[src/rtl/nmi_cap_pkg.sv]
package nmi_cap_pkg;
  localparam logic [7:0] NMI_TYPE = 8'd2;

  // True when the current sample completes a high run of min_high samples
  function automatic logic run_met(input int unsigned run_len, input int unsigned min_high);
    return (run_len + 1) == min_high;
  endfunction

  // Next pending state: a new edge wins over an acknowledge
  function automatic logic pend_next(input logic cur, input logic set, input logic clr);
    if (set) return 1'b1;
    if (clr) return 1'b0;
    return cur;
  endfunction
endpackage

[src/rtl/nmi_sync.sv]
module nmi_sync #(
  parameter int STAGES = 2
) (
  input  logic clk,
  input  logic rst_n,
  input  logic d_async,
  output logic q_sync
);
  logic [STAGES-1:0] chain;

  always_ff @(posedge clk or negedge rst_n) begin
    if (!rst_n) chain <= '0;
    else        chain <= {chain[STAGES-2:0], d_async};
  end

  assign q_sync = chain[STAGES-1];
endmodule

[src/rtl/nmi_width_qual.sv]
module nmi_width_qual #(
  parameter int MIN_HIGH = 3
) (
  input  logic clk,
  input  logic rst_n,
  input  logic lvl,
  output logic qual
);
  import nmi_cap_pkg::*;
  localparam int CW = $clog2(MIN_HIGH + 1);

  logic [CW-1:0] run_cnt;
  logic          armed;

  assign qual = lvl && armed && run_met(int'(run_cnt), MIN_HIGH);

  always_ff @(posedge clk or negedge rst_n) begin
    if (!rst_n) begin
      run_cnt <= '0;
      armed   <= 1'b1;
    end else if (!lvl) begin
      run_cnt <= '0;
      armed   <= 1'b1;
    end else if (armed) begin
      if (qual) begin
        armed   <= 1'b0;
        run_cnt <= '0;
      end else begin
        run_cnt <= run_cnt + 1'b1;
      end
    end
  end

  // an accepted edge needs the line high in the previous sample too
  p_run_before_qual_r3: assert property (@(posedge clk) disable iff (!rst_n)
    qual |-> $past(lvl));
  // one accept per high period
  p_single_qual_r4: assert property (@(posedge clk) disable iff (!rst_n)
    qual |=> !qual);
endmodule

[src/rtl/nmi_pend.sv]
module nmi_pend (
  input  logic       clk,
  input  logic       rst_n,
  input  logic       qual,
  input  logic       boundary,
  input  logic       svc_ack,
  input  logic       irq_req,
  output logic       pending,
  output logic       svc_req,
  output logic [7:0] svc_type,
  output logic       irq_grant
);
  import nmi_cap_pkg::*;

  always_ff @(posedge clk or negedge rst_n) begin
    if (!rst_n) pending <= 1'b0;
    else        pending <= pend_next(pending, qual, svc_ack);
  end

  assign svc_req   = pending & boundary;
  assign svc_type  = NMI_TYPE;
  assign irq_grant = irq_req & boundary & ~pending;

  // an accepted edge is latched at the next edge
  p_set_on_qual_r2: assert property (@(posedge clk) disable iff (!rst_n)
    qual |=> pending);
  // without an acknowledge the flag holds
  p_hold_r5: assert property (@(posedge clk) disable iff (!rst_n)
    (pending && !svc_ack) |=> pending);
  // acknowledge clears when no new edge collides
  p_ack_clear_r8: assert property (@(posedge clk) disable iff (!rst_n)
    (svc_ack && !qual) |=> !pending);
  // the flag only rises from an accepted edge
  p_rise_source_r10: assert property (@(posedge clk) disable iff (!rst_n)
    $rose(pending) |-> $past(qual));
  // the non-maskable request outranks the maskable grant
  p_grant_excl_r11: assert property (@(posedge clk) disable iff (!rst_n)
    !(svc_req && irq_grant));
endmodule

[src/rtl/nmi_edge_capture.sv]
module nmi_edge_capture #(
  parameter int SYNC_STAGES = 2,
  parameter int MIN_HIGH    = 3
) (
  input  logic       clk,
  input  logic       rst_n,
  input  logic       nmi_in,
  input  logic       boundary,
  input  logic       svc_ack,
  input  logic       irq_req,
  output logic       nmi_pending,
  output logic       svc_req,
  output logic [7:0] svc_type,
  output logic       irq_grant
);
  logic nmi_lvl;
  logic edge_ok;

  nmi_sync #(.STAGES(SYNC_STAGES)) u_sync (
    .clk(clk), .rst_n(rst_n), .d_async(nmi_in), .q_sync(nmi_lvl));

  nmi_width_qual #(.MIN_HIGH(MIN_HIGH)) u_qual (
    .clk(clk), .rst_n(rst_n), .lvl(nmi_lvl), .qual(edge_ok));

  nmi_pend u_pend (
    .clk(clk), .rst_n(rst_n), .qual(edge_ok), .boundary(boundary),
    .svc_ack(svc_ack), .irq_req(irq_req), .pending(nmi_pending),
    .svc_req(svc_req), .svc_type(svc_type), .irq_grant(irq_grant));

  // the type presented with a request is always 2
  p_type_two_r7: assert property (@(posedge clk) disable iff (!rst_n)
    svc_req |-> (svc_type == 8'd2));
  // no request away from a boundary
  p_req_at_boundary_r6: assert property (@(posedge clk) disable iff (!rst_n)
    svc_req |-> (boundary && nmi_pending));
endmodule

[config.mk]
export PLATFORM = sky130hd
export DESIGN_NAME = nmi_edge_capture
export DESIGN_NICKNAME = d
export VERILOG_FILES = /design/src/rtl/nmi_cap_pkg.sv /design/src/rtl/nmi_sync.sv /design/src/rtl/nmi_width_qual.sv /design/src/rtl/nmi_pend.sv /design/src/rtl/nmi_edge_capture.sv
export SDC_FILE = /design/constraint.sdc
export NUM_CORES = 1
export LEC_CHECK = 0
export BUFFER_PORTS_ARGS = -buffer_cell sky130_fd_sc_hd__buf_2
export CAP_MARGIN = 30
export CORE_AREA = 2 2 39 41
export CTS_CLUSTER_SIZE = 14
export DETAILED_ROUTE_END_ITERATION = 8
export DIE_AREA = 0 0 41 43
export GPL_TIMING_DRIVEN = 0
export HOLD_SLACK_MARGIN = 0.1
export PLACE_DENSITY = 0.57
export SLEW_MARGIN = 20
export SYNTH_ARGS = -nofsm -noshare
export SYNTH_HDL_FRONTEND = slang
export SYNTH_HIERARCHICAL = 1
export SYNTH_SLANG_ARGS = --single-unit
[constraint.sdc]
create_clock -name clk -period 1.8 [get_ports clk]
set_input_delay 0.36 -clock clk [delete_from_list [all_inputs] [get_ports clk]]
set_output_delay 0.36 -clock clk [all_outputs]
set_load 0.02 [all_outputs]
Word-level counts from Yosys, hierarchy flattened

Cells that the tools add are included.

Add/sub/neg operators: 2
Equal/unequal tests: 2
Muxes and demuxes: 13
Bitwise logic cells: 4
Reduce and logical (&&, ||, !) cells: 3

Operator list:

| cell                  | number |
|---|---|
| $eq A32 B2 Y1 const B | 1 |
| $mux W1               | 10 |
| $mux W2               | 3 |
| $add A2 B1 Y3 const B | 1 |
| $and A1 B1 Y1         | 3 |
| $add A2 B1 Y2 const B | 1 |
| $logic_and A1 B1 Y1   | 2 |
| $ne A2 B1 Y1 const B  | 1 |
| $reduce_bool A2 Y1    | 1 |
| $not A1 Y1            | 1 |

Flip-flop bits (word level): 6
Input port bits: 6
Output and inout port bits: 11
Logic and storage cells: 28

Logic depth before layout (Yosys ltp)

Gate-level depths: netlist (run 1).

Depth in word-level cells: 7
Mapped depth: 4
Depth with buffers taken out: 4

Cells and area by module

Netlist (run 1), hierarchy kept.

By module, submodules not included:

| module         | times used | cells an instance | area each (sq um) | sequential area each (sq um) |
|---|---|---|---|---|
| nmi_width_qual | 1          | 13                | 142.6             | 76.3 |
| nmi_pend       | 1          | 16                | 118.9             | 25.0 |
| nmi_sync       | 1          | 2                 | 50.0              | 50.0 |

Worst setup path after synthesis (run 1)

Ideal clock, no wire load.

Path type: reg-to-output
From: register u_pend.pending
To: output irq_grant
Data arrival time: 0.781 ns
Data required time: 1.440 ns
Slack: 0.659 ns
Cell stages (with the launch flop): 2
Buffers on the path: 0
Path through: dfrtp_1 > nor2_1

Cells in the longest elaborated chain, start to end: 2

Ends and longest elaborated chain:

| item                     | line                   | source |
|---|---|---|
| start: declaration       | nmi_pend.sv:8          | `output logic pending,` |
| start signal: assignment | nmi_pend.sv:17         | `else pending <= pend_next(pending, qual, svc_ack);` |
| $not A1 Y1               | nmi_pend.sv:22         | `assign irq_grant = irq_req & boundary & ~pending;` |
| $and A1 B1 Y1            | nmi_pend.sv:22         |  |
| end: declaration         | nmi_edge_capture.sv:14 | `output logic irq_grant` |

No other way between the ends.

Worst setup path after layout (run 1)

From: register u_pend.pending
To: output svc_req

Cells in the longest elaborated chain, start to end: 1

Ends and longest elaborated chain:

| item             | line                   | source |
|---|---|---|
| $and A1 B1 Y1    | nmi_pend.sv:20         | `assign svc_req = pending & boundary;` |
| end: declaration | nmi_edge_capture.sv:12 | `output logic svc_req,` |

No other way between the ends.

==> results of run 1 <==
[cell type report]
class,instances,area share (%)
Sequential cell,6,35.2
Multi-Input combinational cell,20,25.9
Buffer,8,14.0
Timing Repair Buffer,9,11.6
Clock buffer,4,6.10
Tap cell,16,4.65
Inverter,3,2.62
[power by group through the flow]
stage                     clock network [uW]  logic (uW)  registers (uW)
after floorplan                            0        91.1             205
after global placement                     0         129             199
after detailed placement                   0         132             200
after CTS                                133         133             198
after global routing                     145         151             206
final                                    127         133             198
[critical path: cells and delay by family (launching register included)]
family	cells	cell delay [ns]
flops	1	0.39
simple gates	1	0.17
buf+inv	1	0.15
[synthesized netlist by cell type]
cell	count
and3_2	1
dfstp_2	1
and2_2	1
ha_1	1
nor2_1	1
nand2_1	2
o31ai_1	2
buf_4	8
nand3b_1	2
o21ai_0	1
dfrtp_1	5
inv_1	3
conb_1	2
a21o_1	1
[stage by stage]
stage | instance area (um2) | hold slack [ns] | cells | power, uW
2_1_floorplan | 334 | 0.0644 | 37 | 296
3_3_place_gp | 394 | 0.183 | 61 | 328
3_5_place_dp | 394 | 0.182 | 61 | 332
4_1_cts | 430 | 0.218 | 66 | 465
5_1_grt | 430 | 0.212 | 66 | 502
6_report | 430 | 0.225 | 66 | 458
[worst min path at each step]
stage | slack (ns) | startpoint | to | cells past startpoint
after CTS | 0.22 | nmi_in | u_sync/chain[0] | 1
after floorplan | 0.06 | rst_n | u_pend/pending | 0
after detailed placement | 0.18 | rst_n | u_qual/run_cnt[0] | 1
after global placement | 0.18 | rst_n | u_qual/run_cnt[0] | 1
after global routing | 0.21 | nmi_in | u_sync/chain[0] | 1
final | 0.22 | nmi_in | u_sync/chain[0] | 1
[logic make-up after synthesis]
group	Yosys count	synth area share (%)
DFF	6	48.6
buffers and inverters	11	22.9
adders and majority gates	1	4.02
and+or+nand+nor	7	13.3
AOI/OAI and AO/OA	4	8.83
other	2	2.41
[routing by layer]
| metal | vias to the layer above | track usage, % | wire length [um] | part of all wire (%) |
|---|---|---|---|---|
| met2 | 9 | 6.88 | 203 | 51 |
| met3 | 0 | 1.57 | 35 | 8.8 |
| met5 | - | 0 | 0 | 0 |
| met4 | 0 | 6.00 | 0 | 0 |
| li1 | 120 | - | - | - |
| met1 | 86 | 8.00 | 158 | 40 |
[state kept, by name, summed over array words and instances, names as in the netlist]
| register | flops |
|---|---|
| u_sync/chain | 2 |
| u_qual/run_cnt | 2 |
| u_qual/armed | 1 |
| u_pend/pending | 1 |
==> flow_summary.yaml, run 1 <==
finish:
  layout-drive-gt1-share_pct: 44.0
  synthToLayoutAreaGrowth_pct: 38.2
  mostFrequentLayoutCells: "buf_2 (8), buf_4 (8), conb_1 (8)"
  final_nets: 58
  multi_input_comb_area_um2: 111
  antenna-diode-count: 0
  final_util_pct: 31.1
  fill_cells: 147
  sequential_cell_area_um2: 151
floorplan:
  core.rowCount: 14
  start_util_pct: 22.5
  ios: 17
  chipHeight_um: 43
  core_area_mm2: 0.00138
  die-area_mm2: 0.00176
  die_x_um: 41
timing:
  maxClockFrequency_mhz: 768
  layout_setup_ws_ns: 0.497
  skew_ns: 0.00683
  final_period_minus_worst_setup_slack_ns: 1.30
  maxSlewViolCount: 0
  part_of_the_cycle_the_worst_path_needs_pct: 72.4
  grt_setup_unrepaired: "no"
  fin_tns_setup_ns: 0
  hold_fails_final_rpt: 0
  finalSetupViolations: 0
synthesis:
  post_synth_inst_count: 31
  ys.warnings.count: 6
  library_cell_with_the_largest_summed_area_after_synthesis: "dfrtp_1"
  yosys_cell_types: 14
  post_synthesis_cell_area_um2: 312
  syn_avg_cell_area_um2: 10.0
  leading_post_synthesis_cells_by_cell_area: "dfrtp_1 (40%), buf_4 (19%), dfstp_2 (8.4%)"
  ys_seq_area_share_pct: 48.6
  synthDominantCellAreaShare_pct: 40.2
  yosys_register_bits: 6
placed_design:
  numPortBuffers: 8
  place.detailed.hpwl_um: 337
  dpl_worst_slack_ns: 0.656
  finalWeightedCongestion: 0.622
route:
  routed_length_per_instance_um: 6.03
  routed_wirelength_um: 398
  drtAntennaViolNets: 0
  drt_drc_violations_left: 0
  initialDrtViolationCount: 1
  post_drt_via_cell_ratio: 3.26
  drt-pass1-iter-count: 2
  routed-via-count: 215
run_status:
  outcome: "finished clean"
hold_path:
  hold_path.class: "input port to flip-flop"
critical_path:
  kind_of_end_point_of_the_critical_path: "output pin"
  r2r_setup_slack_ns: 0.69
  worstReg2RegStart: "u_qual/run_cnt[0]"
  critPathArrivalTime_ns: 0.94
  critical_path.slowest_cell: "dfrtp_1"
  critPathKind: "flip-flop to output pin"
  worstSetupStartpoint: "u_pend/pending"
  critical_path.endpoint: "svc_req"
  worst_path_largest_cell_delay_ns: 0.39
  cp-start-kind: "flip-flop"
  crit_chain: "and2_2 -> buf_2"
  timing.rr.end: "u_pend/pending"
  critPathMaxFanout: 4
  worstPathRequired_ns: 1.44
  path_depth_of_the_worst_reg2reg_path: 4
clock_network:
  clock_insertion_delay_worst_skew_ns: 0.24
  post_cts_buffers: 0
  cts_inserted_buffers: 3
  cts_root_buffer: "clkbuf_4"
  ctsLongestPathBuffers: 2
  clk_transition_reported_paths_ns: 0.05
  clock_tree.htree_level_count: 1
  numClockSinks: 6
  tritoncts_clock_tree: "yes"
  cts_resized: 0
  ctsHoldBuffers: 1
flow_run:
  maxCapViolations: 0
global_routing:
  overflow: 0
  grt_max_degree: 7
  wire_length_of_the_first_global_routing_pass_um: 662
  vias_in_the_first_global_route: 167
  antenna_found_initial: 0
  globalRouteTotalUtil_pct: 5.89
power:
  max-vdd-ir-drop_v: 0.000438
  power.share.sequential_pct: 43.3
  switchingPower_uw: 140
  design_internal_power_uw: 318
  pwr-share-comb_pct: 29.0
  p_sw_share_pct: 30.5
  leakage_power_of_the_design_uw: 0.000257
  pwr-share-clk_pct: 27.8
  power_per_cell_area_mw_per_mm2: 1060
No activity file was read; power rests on OpenSTA's default activity.
==> inputs of run 2 (changes only) <==
--- a/config.mk
+++ b/config.mk
@@ -13,7 +13,7 @@
 export DIE_AREA = 0 0 41 43
 export GPL_TIMING_DRIVEN = 0
 export HOLD_SLACK_MARGIN = 0.1
-export PLACE_DENSITY = 0.57
+export PLACE_DENSITY = 0.59
 export SLEW_MARGIN = 20
 export SYNTH_ARGS = -nofsm -noshare
 export SYNTH_HDL_FRONTEND = slang
==> constraint.sdc (replaced) <==
create_clock -name clk -period 1.1 [get_ports clk]
set_input_delay 0.22 -clock clk [delete_from_list [all_inputs] [get_ports clk]]
set_output_delay 0.22 -clock clk [all_outputs]
set_load 0.02 [all_outputs]
==> run 2 against run 1 <==
  * The flow now finishes with violations (setup timing)
  * Sequential share of layout area is 3.6 points lower
  * Clock-buffer cell count unchanged
  * Worst hold slack improved by 0.021 ns
  * Sequential cell count stayed put
  * Critical endpoint is now nmi_pending
==> flow_summary.yaml, run 2 (synthesis gave the netlist of run 1 again) <==
run_status:
  outcome: "complete, but fails checks"
  violations: "setup timing"
global_routing:
  grt_max_degree: 7
  overflow: 0
  vias_in_the_first_global_route: 222
  globalRouteTotalUtil_pct: 7.01
  antenna_found_initial: 0
  wire_length_of_the_first_global_routing_pass_um: 779
critical_path:
  worst_path_largest_cell_delay_ns: 0.39
  critPathKind: "flip-flop to output pin"
  worstPathRequired_ns: 0.88
  critical_path.slowest_cell: "dfrtp_1"
  timing.rr.end: "u_pend/pending"
  r2r_setup_slack_ns: 0.06
  crit_chain: "buf_4 -> buf_6"
  critPathMaxFanout: 3
  critical_path.top_delay_family: "flip-flops"
  number_of_buffer_and_inverter_stages_on_the_critical_path: 2
  cp-start-kind: "flip-flop"
  kind_of_end_point_of_the_critical_path: "output pin"
  critPathArrivalTime_ns: 0.89
  worstReg2RegStart: "u_qual/run_cnt[1]"
  path_depth_of_the_worst_reg2reg_path: 3
timing:
  part_of_the_cycle_the_worst_path_needs_pct: 101
  skew_ns: 0.00683
  maxSlewViolCount: 0
  whs_ns: 0.246
  hold_fails_final_rpt: 0
  final_period_minus_worst_setup_slack_ns: 1.11
  layout_setup_ws_ns: -0.0149
  grt_setup_unrepaired: "yes"
  maxClockFrequency_mhz: 897
  finalSetupViolations: 3
power:
  leakage_power_of_the_design_uw: 0.000274
  power_per_cell_area_mw_per_mm2: 1790
  max-vdd-ir-drop_v: 0.000734
route:
  routed-via-count: 240
  routed_length_per_instance_um: 7.07
  routed_wirelength_um: 488
  drt-pass1-iter-count: 2
  initialDrtViolationCount: 2
  drt_drc_violations_left: 0
  post_drt_via_cell_ratio: 3.48
  drtAntennaViolNets: 0
floorplan:
  chipHeight_um: 43
  die-area_mm2: 0.00176
  ios: 17
  core_area_mm2: 0.00138
  core.rowCount: 14
  start_util_pct: 22.5
  die_x_um: 41
hold_path:
  hold-path-cell-count: 3
  worstHoldStart: "svc_ack"
  hold_path.class: "input port to flip-flop"
  hold_end: "u_pend/pending"
clock_network:
  cts_inserted_buffers: 3
  cts_root_buffer: "clkbuf_4"
  clock_tree.htree_level_count: 1
  tritoncts_clock_tree: "yes"
  clock_insertion_delay_worst_skew_ns: 0.24
  ctsLongestPathBuffers: 2
  numClockSinks: 6
  clk_transition_reported_paths_ns: 0.05
finish:
  fill_cells: 142
  antenna-diode-count: 0
  synthToLayoutAreaGrowth_pct: 53.8
  layout_commonest_cell: "buf_4"
  layout_top_registers: "u_qual/run_cnt: 2 flops, u_sync/chain: 2 flops"
  postLayoutCellArea_um2: 479
  multi_input_comb_area_um2: 120
  final_nets: 61
  sequential_cell_area_um2: 151
  mostFrequentLayoutCells: "buf_4 (11), conb_1 (8), buf_2 (5), dfrtp_1 (5)"
  layout-drive-gt1-share_pct: 49.1
  finish.cell_count_without_fillers: 69
placed_design:
  numPortBuffers: 8
  place_area_um2: 394
  post-place-cells: 61
  finalWeightedCongestion: 0.651
  place.detailed.hpwl_um: 340
flow_run:
  maxCapViolations: 0
-- run 2: cell count changes in the layout (fill, tap and decap cells not counted) --
cell           change
buf_6              +2
o31ai_1            -1
dlygate4sd3_1      +1
ha_1               -1
and2_4             +1
buf_2              -3
ha_2               +1
o31ai_2            +1
buf_4              +3
and2_2             -1
-- run 2: per-stage QoR --
step                      worst slack, ns  total power, uW  utilization (%)  TNS, ns
after floorplan                    0.0509              485                -        0
final                             -0.0149              859             34.6  -0.0283
after detailed placement          -0.0166              547             28.5  -0.0166
after global placement            0.00742              537             28.5        0
after global routing              -0.0547              926             34.6   -0.155
after CTS                         -0.0200              845             34.1  -0.0398
-- run 2: area by class of cell --
class                      instances  area share (%)
sequential                         6            31.6
multi-input combinational         20            25.1
timing repair buffer              12            18.8
buffer                             8            12.5
clock buffer                       4            5.48
tap                               16            4.18
inverter                           3            2.35
-- run 2: worst max-delay path by stage --
stage	from	to	slack, ns	cells after the start
floorplan	u_qual/run_cnt[0]	u_pend/pending	0.05	4
global placement	u_qual/run_cnt[0]	u_pend/pending	0.007	4
detailed placement	u_qual/run_cnt[0]	u_pend/pending	-0.02	4
CTS	u_pend/pending	svc_req	-0.02	2
global route	u_pend/pending	svc_req	-0.05	2
finish	u_pend/pending	nmi_pending	-0.01	2
-- run 2: worst register-to-register path, cell delays in order (launching register included) --
cell and delay [ns]:
dfrtp_1 0.38, ha_2 0.20, and3_2 0.21, a21o_1 0.15
-- run 2: repair_timing --
action                                  CTS  global route
setup buffers                             2             0
resized for setup                         6             2
gates cloned                              0             0
endpoints found under the setup margin    3             4
pin swaps                                 1             0
hold buffers                              2             0
endpoints found under the hold margin     7             0
-- run 2: where the power goes --
part           switching (uW)  internal [uW]  leakage, uW  total, uW
Sequential               38.2            285    0.0000735        323
Combinational             148            179     0.000186        327
Clock                    72.0            137    0.0000150        209
-- run 2: layer usage --
metal / track usage, % / routed length, um / vias up
met5: 0 / 0 / -
met4: 8.00 / 0 / 0
met3: 1.57 / 34 / 0
met2: 11.3 / 271 / 9
met1: 6.02 / 183 / 105
li1: - / - / 126
==> inputs of run 3 (changes only) <==
--- a/config.mk
+++ b/config.mk
@@ -7,13 +7,15 @@
 export LEC_CHECK = 0
 export BUFFER_PORTS_ARGS = -buffer_cell sky130_fd_sc_hd__buf_2
 export CAP_MARGIN = 30
+export CELL_PAD_IN_SITES_DETAIL_PLACEMENT = 1
+export CELL_PAD_IN_SITES_GLOBAL_PLACEMENT = 1
 export CORE_AREA = 2 2 39 41
 export CTS_CLUSTER_SIZE = 14
 export DETAILED_ROUTE_END_ITERATION = 8
 export DIE_AREA = 0 0 41 43
 export GPL_TIMING_DRIVEN = 0
 export HOLD_SLACK_MARGIN = 0.1
-export PLACE_DENSITY = 0.59
+export PLACE_DENSITY = 0.74
 export SLEW_MARGIN = 20
 export SYNTH_ARGS = -nofsm -noshare
 export SYNTH_HDL_FRONTEND = slang
==> run 3 against run 2 <==
  * The run still ends with setup timing left
  * Global-route usage rose by 2.1 points
  * Clock skew shrank 0.0034 ns
  * Non-clock buffer count did not move
  * Routed wire length is 32% higher
  * Sequential power grew 2%
  * Core utilization rose by 0.81 points
  * Total power rose by 5.1%
  * Sequential cell count unchanged
  * Register-to-register slack got worse by 0.02 ns
  * Via count grew 5.4%
  * Critical path type unchanged
==> flow_summary.yaml, run 3 (synthesis gave the netlist of run 1 again) <==
global_routing:
  wire_length_of_the_first_global_routing_pass_mm: 1.02
  vias_in_the_first_global_route: 253
  antenna_found_initial: 0
  globalRouteTotalUtil_pct: 9.15
  grt_max_degree: 7
  overflow: 0
finish:
  mostFrequentLayoutCells: "buf_4 (10), conb_1 (8), buf_2 (5), dfrtp_1 (5)"
  synthToLayoutAreaGrowth_pct: 57.4
  postLayoutCellArea_um2: 490
  antenna-diode-count: 0
  layout-drive-gt1-share_pct: 49.1
  finish.cell_count_without_fillers: 69
  final_nets: 61
  fill_cells: 172
  multi_input_comb_area_um2: 128
  layout_top_registers: "u_qual/run_cnt: 2 flops, u_sync/chain: 2 flops"
  sequential_cell_area_um2: 151
  layout_commonest_cell: "buf_4"
power:
  max-vdd-ir-drop_v: 0.000638
  pwr-share-comb_pct: 38.7
  p_sw_share_pct: 32.1
  power_per_cell_area_mw_per_mm2: 1840
  power.share.sequential_pct: 36.7
  pwr-share-clk_pct: 24.6
  leakage_power_of_the_design_uw: 0.000274
  switchingPower_uw: 290
  design_internal_power_uw: 612
floorplan:
  core.rowCount: 14
  die-area_mm2: 0.00176
  core_area_mm2: 0.00138
  ios: 17
  start_util_pct: 22.5
  die_x_um: 41
  chipHeight_um: 43
route:
  routed-via-count: 253
  post_drt_via_cell_ratio: 3.67
  initialDrtViolationCount: 0
  routed_length_per_instance_um: 9.36
  drt-pass1-iter-count: 1
  drt_drc_violations_left: 0
  drtAntennaViolNets: 0
  routed_wirelength_um: 646
critical_path:
  kind_of_end_point_of_the_critical_path: "output pin"
  path_depth_of_the_worst_reg2reg_path: 4
  worstReg2RegStart: "u_qual/run_cnt[0]"
  cp-start-kind: "flip-flop"
  worstPathRequired_ns: 0.88
  critPathKind: "flip-flop to output pin"
  critPathMaxFanout: 3
  r2r_setup_slack_ns: 0.04
  timing.rr.end: "u_pend/pending"
  critPathArrivalTime_ns: 0.91
run_status:
  violations: "setup timing"
  outcome: "complete, but fails checks"
placed_design:
  numPortBuffers: 8
  post-place-cells: 61
  dpl_worst_slack_ns: -0.0270
  finalWeightedCongestion: 0.636
  place_area_um2: 394
  place.detailed.hpwl_um: 439
timing:
  maxClockFrequency_mhz: 883
  finalSetupViolations: 3
  grt_setup_unrepaired: "yes"
  maxSlewViolCount: 0
  hold_fails_final_rpt: 0
  part_of_the_cycle_the_worst_path_needs_pct: 103
  skew_ns: 0.00338
  final_period_minus_worst_setup_slack_ns: 1.13
  layout_setup_ws_ns: -0.0319
clock_network:
  ctsLongestPathBuffers: 2
  clk_transition_reported_paths_ns: 0.05
  numClockSinks: 6
  clock_tree.htree_level_count: 1
  tritoncts_clock_tree: "yes"
  clock_insertion_delay_worst_skew_ns: 0.24
  cts_root_buffer: "clkbuf_4"
  cts_inserted_buffers: 3
hold_path:
  hold-path-cell-count: 3
  hold_path.class: "input port to flip-flop"
  hold_end: "u_pend/pending"
  worstHoldStart: "svc_ack"
flow_run:
  maxCapViolations: 0
==> run 3: how the worst max path moves through the flow <==
| stage | endpoint | cells past startpoint | from |
|---|---|---|---|
| 2_1_floorplan | u_pend/pending | 4 | u_qual/run_cnt[0] |
| 3_3_place_gp | u_pend/pending | 4 | u_qual/run_cnt[0] |
| 3_5_place_dp | u_pend/pending | 4 | u_qual/run_cnt[0] |
| 4_1_cts | nmi_pending | 2 | u_pend/pending |
| 5_1_grt | nmi_pending | 2 | u_pend/pending |
| 6_report | nmi_pending | 2 | u_pend/pending |
==> run 3: layout make-up <==
cell class	instances	area share [%]
Buffer	8	12.2
Clock buffer	4	5.36
Multi-Input combinational cell	20	26.0
Timing Repair Buffer	12	19.1
Inverter	3	2.30
Sequential cell	6	30.9
Tap cell	16	4.08
==> run 3: per-stage QoR <==
step / total power (uW) / TNS [ns] / util (%) / hold slack, ns
global placement: 539 / -0.00212 / 28.5 / 0.0483
floorplan: 485 / 0 / - / -0.0756
CTS: 858 / -0.0545 / 34.1 / 0.235
finish: 902 / -0.0634 / 35.4 / 0.239
detailed placement: 551 / -0.0270 / 28.5 / 0.0543
global route: 965 / -0.145 / 35.4 / 0.247
==> run 3: worst max-delay path: stages, from the launching register on <==
cell     delay (ns)
dfrtp_1        0.40
buf_4          0.15
buf_6          0.12
==> run 3: power by group through the flow <==
stage          logic [uW]  clock network (uW)  registers (uW)
2_1_floorplan         149                   0             336
3_3_place_gp          210                   0             330
3_5_place_dp          217                   0             334
4_1_cts               305                 231             322
5_1_grt               387                 241             337
6_report              349                 222             331
==> run 3: timing repair <==
action | 4_1_cts | 5_1_grt
endpoints found under the hold margin | 7 | 0
resized for setup | 6 | 4
hold buffers | 2 | 0
pin swaps | 1 | 0
endpoints found under the setup margin | 3 | 4
buffers inserted | 2 | 0
cloned | 0 | 0
==> run 3: routing by layer <==
layer,track usage (%),vias to the layer above,wire length (um),part of all wire [%]
li1,-,126,-,-
met1,9.36,116,209,32
met2,14.7,9,390,60
met3,1.57,2,31,4.8
met4,8.00,0,15,2.3
met5,0,-,0,0
